## src/rtl/tbd_pkg.sv

```systemverilog
`timescale 1ns/1ps
package tbd_pkg;
   typedef struct packed {
      logic auto_rl;
      logic irq_en;
   } tbd_ctrl_t;

   function automatic int unsigned tbd_clog2(input int unsigned v);
      int unsigned r;
      r = 0;
      while ((1 << r) < v) r++;
      return r;
   endfunction
endpackage

```

## src/rtl/tbd_tick_gen.sv

```systemverilog
`timescale 1ns/1ps
module tbd_tick_gen #(
   parameter int SYNC_STAGES = 2
) (
   input  logic clk,
   input  logic rst_n,
   input  logic ext_clk,
   input  logic sel_ext,
   output logic tick
);
   localparam int MSB = SYNC_STAGES - 1;

   logic [MSB:0] sync_q;
   logic         edge_q;
   logic         ext_rise;

   generate
      if (SYNC_STAGES == 1) begin : g_one
         always_ff @(posedge clk) begin
            if (!rst_n) sync_q <= '0;
            else        sync_q <= ext_clk;
         end
      end else begin : g_many
         always_ff @(posedge clk) begin
            if (!rst_n) sync_q <= '0;
            else        sync_q <= {sync_q[MSB-1:0], ext_clk};
         end
      end
   endgenerate

   always_ff @(posedge clk) begin
      if (!rst_n) edge_q <= 1'b0;
      else        edge_q <= sync_q[MSB];
   end

   assign ext_rise = sync_q[MSB] & ~edge_q;
   assign tick     = sel_ext ? ext_rise : 1'b1;
endmodule

```

## src/rtl/tbd_time_base.sv

```systemverilog
`timescale 1ns/1ps
module tbd_time_base #(
   parameter int TB_W   = 64,
   parameter int WORD_W = 32
) (
   input  logic                    clk,
   input  logic                    rst_n,
   input  logic                    tick,
   input  logic [TB_W/WORD_W-1:0]  wr_word,
   input  logic [WORD_W-1:0]       wdata,
   output logic [TB_W-1:0]         tb
);
   localparam int N_WORDS = TB_W / WORD_W;

   logic [WORD_W-1:0] word_q [N_WORDS];
   logic [TB_W-1:0]   tb_inc;
   logic              any_wr;

   assign any_wr = |wr_word;
   assign tb_inc = tb + TB_W'(1);

   generate
      for (genvar i = 0; i < N_WORDS; i++) begin : g_word
         always_ff @(posedge clk) begin
            if (!rst_n) begin
               word_q[i] <= '0;
            end else if (any_wr) begin
               if (wr_word[i]) word_q[i] <= wdata;
            end else if (tick) begin
               word_q[i] <= tb_inc[i*WORD_W +: WORD_W];
            end
         end
         assign tb[i*WORD_W +: WORD_W] = word_q[i];
      end
   endgenerate
endmodule

```

## src/rtl/tbd_decrementer.sv

```systemverilog
`timescale 1ns/1ps
module tbd_decrementer #(
   parameter int DEC_W = 32
) (
   input  logic             clk,
   input  logic             rst_n,
   input  logic             tick,
   input  logic             load,
   input  logic [DEC_W-1:0] load_val,
   input  logic             auto_rl,
   output logic [DEC_W-1:0] count,
   output logic [DEC_W-1:0] reload,
   output logic             expire
);
   logic at_one;

   assign at_one = (count == DEC_W'(1));
   assign expire = tick & ~load & at_one;

   always_ff @(posedge clk) begin
      if (!rst_n) begin
         count  <= '0;
         reload <= '0;
      end else if (load) begin
         count  <= load_val;
         reload <= load_val;
      end else if (tick && count != '0) begin
         if (at_one) count <= auto_rl ? reload : '0;
         else        count <= count - DEC_W'(1);
      end
   end
endmodule

```

## src/rtl/tbd_ctrl_status.sv

```systemverilog
`timescale 1ns/1ps
module tbd_ctrl_status
   import tbd_pkg::*;
(
   input  logic      clk,
   input  logic      rst_n,
   input  logic      ctrl_wr,
   input  tbd_ctrl_t ctrl_wdata,
   input  logic      stat_clr,
   input  logic      expire,
   output tbd_ctrl_t ctrl,
   output logic      status,
   output logic      irq
);
   always_ff @(posedge clk) begin
      if (!rst_n)       ctrl <= '0;
      else if (ctrl_wr) ctrl <= ctrl_wdata;
   end

   always_ff @(posedge clk) begin
      if (!rst_n)        status <= 1'b0;
      else if (expire)   status <= 1'b1;
      else if (stat_clr) status <= 1'b0;
   end

   assign irq = status & ctrl.irq_en;
endmodule

```

## src/rtl/tbd_timer_top.sv

```systemverilog
`timescale 1ns/1ps
module tbd_timer_top
   import tbd_pkg::*;
#(
   parameter int TB_W        = 64,
   parameter int DATA_W      = 32,
   parameter int DEC_W       = 32,
   parameter int ADDR_W      = 3,
   parameter int SYNC_STAGES = 2
) (
   input  logic              clk,
   input  logic              rst_n,
   input  logic              ext_tclk,
   input  logic              tick_sel,
   input  logic              reg_wr,
   input  logic [ADDR_W-1:0] reg_addr,
   input  logic [DATA_W-1:0] reg_wdata,
   output logic [DATA_W-1:0] reg_rdata,
   output logic              irq
);
   localparam int TB_WORDS = TB_W / DATA_W;
   localparam int A_DEC    = TB_WORDS;
   localparam int A_CTRL   = TB_WORDS + 1;
   localparam int A_STAT   = TB_WORDS + 2;
   localparam int N_REGS   = TB_WORDS + 3;

   generate
      if (TB_W % DATA_W != 0) begin : g_bad_tb
         $error("TB_W must be a multiple of DATA_W");
      end
      if (DEC_W > DATA_W || DEC_W < 2) begin : g_bad_dec
         $error("DEC_W must be in 2..DATA_W");
      end
      if (DATA_W < 2) begin : g_bad_data
         $error("DATA_W must hold the control bits");
      end
      if (tbd_clog2(N_REGS) > ADDR_W) begin : g_bad_addr
         $error("ADDR_W too small for the register map");
      end
      if (SYNC_STAGES < 2) begin : g_bad_sync
         $error("SYNC_STAGES must be at least 2");
      end
   endgenerate

   logic                tick;
   logic [TB_WORDS-1:0] tb_wr;
   logic                tb_wr_any;
   logic [TB_W-1:0]     tb;
   logic                dec_load;
   logic [DEC_W-1:0]    dec_cnt;
   logic [DEC_W-1:0]    dec_rl;
   logic                expire;
   logic                ctrl_wr;
   logic                stat_clr;
   tbd_ctrl_t           ctrl;
   tbd_ctrl_t           ctrl_wdata;
   logic                status;

   generate
      for (genvar i = 0; i < TB_WORDS; i++) begin : g_tbsel
         assign tb_wr[i] = reg_wr && (reg_addr == ADDR_W'(i));
      end
   endgenerate

   assign tb_wr_any  = |tb_wr;
   assign dec_load   = reg_wr && (reg_addr == ADDR_W'(A_DEC));
   assign ctrl_wr    = reg_wr && (reg_addr == ADDR_W'(A_CTRL));
   assign stat_clr   = reg_wr && (reg_addr == ADDR_W'(A_STAT)) && reg_wdata[0];
   assign ctrl_wdata = '{auto_rl: reg_wdata[1], irq_en: reg_wdata[0]};

   tbd_tick_gen #(.SYNC_STAGES(SYNC_STAGES)) u_tick (
      .clk     (clk),
      .rst_n   (rst_n),
      .ext_clk (ext_tclk),
      .sel_ext (tick_sel),
      .tick    (tick)
   );

   tbd_time_base #(.TB_W(TB_W), .WORD_W(DATA_W)) u_tb (
      .clk     (clk),
      .rst_n   (rst_n),
      .tick    (tick),
      .wr_word (tb_wr),
      .wdata   (reg_wdata),
      .tb      (tb)
   );

   tbd_decrementer #(.DEC_W(DEC_W)) u_dec (
      .clk      (clk),
      .rst_n    (rst_n),
      .tick     (tick),
      .load     (dec_load),
      .load_val (reg_wdata[DEC_W-1:0]),
      .auto_rl  (ctrl.auto_rl),
      .count    (dec_cnt),
      .reload   (dec_rl),
      .expire   (expire)
   );

   tbd_ctrl_status u_cs (
      .clk        (clk),
      .rst_n      (rst_n),
      .ctrl_wr    (ctrl_wr),
      .ctrl_wdata (ctrl_wdata),
      .stat_clr   (stat_clr),
      .expire     (expire),
      .ctrl       (ctrl),
      .status     (status),
      .irq        (irq)
   );

   always_comb begin
      reg_rdata = '0;
      for (int i = 0; i < TB_WORDS; i++) begin
         if (reg_addr == ADDR_W'(i)) reg_rdata = tb[i*DATA_W +: DATA_W];
      end
      if (reg_addr == ADDR_W'(A_DEC))  reg_rdata = DATA_W'(dec_cnt);
      if (reg_addr == ADDR_W'(A_CTRL)) reg_rdata = DATA_W'({ctrl.auto_rl, ctrl.irq_en});
      if (reg_addr == ADDR_W'(A_STAT)) reg_rdata = DATA_W'(status);
   end
endmodule

```

## config.mk

```make
export PLATFORM = sky130hd
export DESIGN_NAME = tbd_timer_top
export DESIGN_NICKNAME = d
export VERILOG_FILES = /design/src/rtl/tbd_pkg.sv /design/src/rtl/tbd_tick_gen.sv /design/src/rtl/tbd_time_base.sv /design/src/rtl/tbd_decrementer.sv /design/src/rtl/tbd_ctrl_status.sv /design/src/rtl/tbd_timer_top.sv
export SDC_FILE = /design/constraint.sdc
export NUM_CORES = 1
export LEC_CHECK = 0
export BUFFER_PORTS_ARGS = -buffer_cell sky130_fd_sc_hd__buf_2
export CAP_MARGIN = 30
export CORE_UTILIZATION = 55
export DETAILED_ROUTE_END_ITERATION = 16
export PLACE_DENSITY = 0.77
export SLEW_MARGIN = 10
export SYNTH_ARGS = -nofsm -noshare
export SYNTH_HDL_FRONTEND = slang
export SYNTH_SLANG_ARGS = --single-unit
export TNS_END_PERCENT = 10
```

## constraint.sdc

```tcl
create_clock -name clk -period 4.2 [get_ports clk]
set_input_delay 0.63 -clock clk [delete_from_list [all_inputs] [get_ports clk]]
set_output_delay 0.63 -clock clk [all_outputs]
set_load 0.02 [all_outputs]
```

==> metrics.yaml <==
outcome:
  status: "completed"
clocking:
  ctsHoldBuffers: 0
  clockRootBuffer: "clkbuf_16"
  clock_latency_ns: 0.44
  cts-buffers-inserted: 17
  cts.sink_count: 134
  tritoncts: "yes"
  path_clk_slew_ns: 0.06
  cts_buffer_depth: 2
  cts_resized: 0
  htree_levels: 4
  postCtsSetupBuffers: 0
critical_path:
  crit_type: "flop to flop"
  reg2regPathDepth: 7
  worstPathRequired_ns: 4.55
  crit_fanout: 17
  end_kind: "flop"
  cp.arrival_ns: 3.24
  reg2reg_slack_ns: 1.31
  timing.rr.start: "u_dec.count[28]$_SDFFE_PN0P_"
  r2r-end: "u_dec.count[2]$_SDFFE_PN0P_"
  setup.worst_path.start_class: "flop"
final_layout:
  area_growth_pct: 12.7
  fin_nets: 1120
  n_antenna_cell: 0
  final_area_um2: 9650
  layout-drive-gt1-share_pct: 12.9
placed_design:
  place_area_um2: 8970
  place.gp.congestion: 0.962
  io_buffers: 72
  dp_hpwl_mm: 17.5
synth:
  synth.net_count: 1090
  async_reset_ff_share_pct: 0
  muxShareOfSynthArea_pct: 4.27
  synth_compound_gate_area_share_pct: 18.6
  synth_top_cells_by_area: "edfxtp_1, dfxtp_1, nand2_1"
  ys_seq_area_share_pct: 38.8
  netlist_instances: 1046
  yosysWarnings: 0
  netlist.area_leader.share_pct: 22.4
  synth_common_cells: "nand2_1, nor2_1, o21ai_0"
  netlist_area_um2: 8560
  synth-xor-area-share_pct: 8.28
  synth_top_family_by_area: "simple AND/OR/NAND/NOR gates"
  synth_enable_flop_cells: 64
  ys_ff_latch: 134
  synth_fa_ha_area_share_pct: 0.584
  avgSynthCellArea_um2: 8.19
  synth.most_common_cell: "nand2_1"
  synth_area_leader_cell: "edfxtp_1"
  ys_types: 62
  synth-main-ff-cell: "dfxtp_1"
  synth-simple-area-share_pct: 25.2
route:
  drcViolationCount: 0
  drt_iter0_drc: 895
  ant_nets: 0
  vias: 8133
  routedWlPerCell_um: 19.6
  via_per_inst: 6.37
  routed_wl_mm: 25.0
  dr.pass1.iters: 6
floorplan:
  rows: 45
  die_w_um: 127
  fp.coreArea_um2: 15200
  start_util_pct: 56.3
  num_io_pins: 73
  die-area_um2: 16100
  die_height_um: 127
timing:
  post-route-period-util_pct: 68.8
  skew_ns: 0.00938
  fmax_ghz: 0.346
  hold_viol: 0
  max_slew_margin_pct: 44.8
  finalSetupTns_ns: 0
  worst_pin_slew_ns: 0.820
  grt_setup_unrepaired: "no"
  setup_viol: 0
  min_period_ns: 2.89
  final-max-slew-violation-count: 0
pwr:
  peakVddDrop_mv: 0.376
  p_leak_nw: 3.55
  powerDensity_nw_per_um2: 585
global_routing:
  grt_pass1_wl_mm: 39.5
  grt_max_degree: 65
  grt_usage_pct: 31.8
  grt-ovfl-total: 0
  first_global_vias: 7359
  antenna_found_initial: 0
min_path:
  hold_depth: 2
  hold_path_end: "u_tick.sync_q[0]$_SDFF_PN0_"
  min-delay-path-class: "input port to flop"
  hold_start: "ext_tclk"
job:
  cap_violations: 0
power breakdown:
part	leakage, nW	total, mW	switching (mW)	internal [mW]
logic	1.93	2.05	1.28	0.776
registers	1.29	1.95	0.369	1.58
clock network	0.329	1.65	0.580	1.07
total	3.55	5.65	2.23	3.42
critical path, stage by stage (launching register included):
cell	delay [ns]
dfxtp_1	0.39
nor4_1	0.54
and4_1	0.39
a41oi_1	0.27
nor2_2	0.73
buf_4	0.30
a22oi_1	0.10
o21ai_0	0.08
placed cells by master, fill, tap and decap left out, drive strengths merged, types with 27 or more instances in the layout:
master    n
xor2     44
clkbuf   27
a21oi    53
dfxtp    70
buf      89
a21boi   32
xnor2    37
edfxtp   64
nor3     28
mux2i    32
nand3    38
nor2     92
nand2   177
o21ai    89
sequential cells by signal, summed over array words and instances (netlist names):
| register | flops |
|---|---|
| u_tick.edge_q | 1 |
| u_tb.word_q | 64 |
| u_cs.ctrl | 2 |
| u_dec.count | 32 |
| u_dec.reload | 32 |
| u_tick.sync_q | 2 |
| u_cs.status | 1 |
worst max-delay path by stage:
stage,slack (ns),startpoint,endpoint,depth (start not counted)
detailed placement,1.17,reg_addr[0],u_dec.count[3]$_SDFFE_PN0P_,7
finish,1.31,u_dec.count[28]$_SDFFE_PN0P_,u_dec.count[2]$_SDFFE_PN0P_,7
global route,1.15,u_dec.count[0]$_SDFFE_PN0P_,u_dec.count[14]$_SDFFE_PN0P_,7
CTS,1.34,reg_addr[0],reg_rdata[31],6
global placement,1.21,reg_addr[0],u_dec.count[3]$_SDFFE_PN0P_,7
floorplan,0.83,reg_addr[1],u_tb.word_q[1][0]$_SDFFCE_PN0P_,4
cells by family (layout without fill, tap and decap cells):
group | Yosys count | after routing
flip-flops | 134 | 134
AO/OA/AOI/OAI | 253 | 253
XOR/XNOR | 81 | 81
multiplexers | 34 | 34
buffers and inverters | 92 | 135
AND/OR/NAND/NOR | 448 | 448
adder cells (fa/ha/maj) | 4 | 4
through the flow:
step / hold WS, ns / total power, mW / std cells / setup WS, ns / utilization, %
2_1_floorplan: 0.412 / 3.43 / 1046 / 0.825 / -
3_3_place_gp: 0.419 / 3.89 / 1243 / 1.21 / 59.0
3_5_place_dp: 0.437 / 3.92 / 1243 / 1.17 / 59.0
4_1_cts: 0.397 / 5.57 / 1275 / 1.34 / 63.4
5_1_grt: 0.396 / 5.93 / 1277 / 1.15 / 63.5
6_report: 0.403 / 5.65 / 1277 / 1.31 / 63.5
per-layer routing:
metal	wire length, um	track usage, %
met4	563	11.9
met3	2550	7.00
met1	10700	44.2
met2	11200	48.3
met5	0	0
final cells by class:
type / count / area [um^2]
clock buffers: 27 / 581
flip-flops and latches: 134 / 3320
clock inverters: 5 / 76.3
repair buffers: 89 / 495
inverters: 14 / 52.6
fillers: 1297 / 5550
multi-input cells: 820 / 4890
well taps: 188 / 235
(Power assumes the default switching activity.)
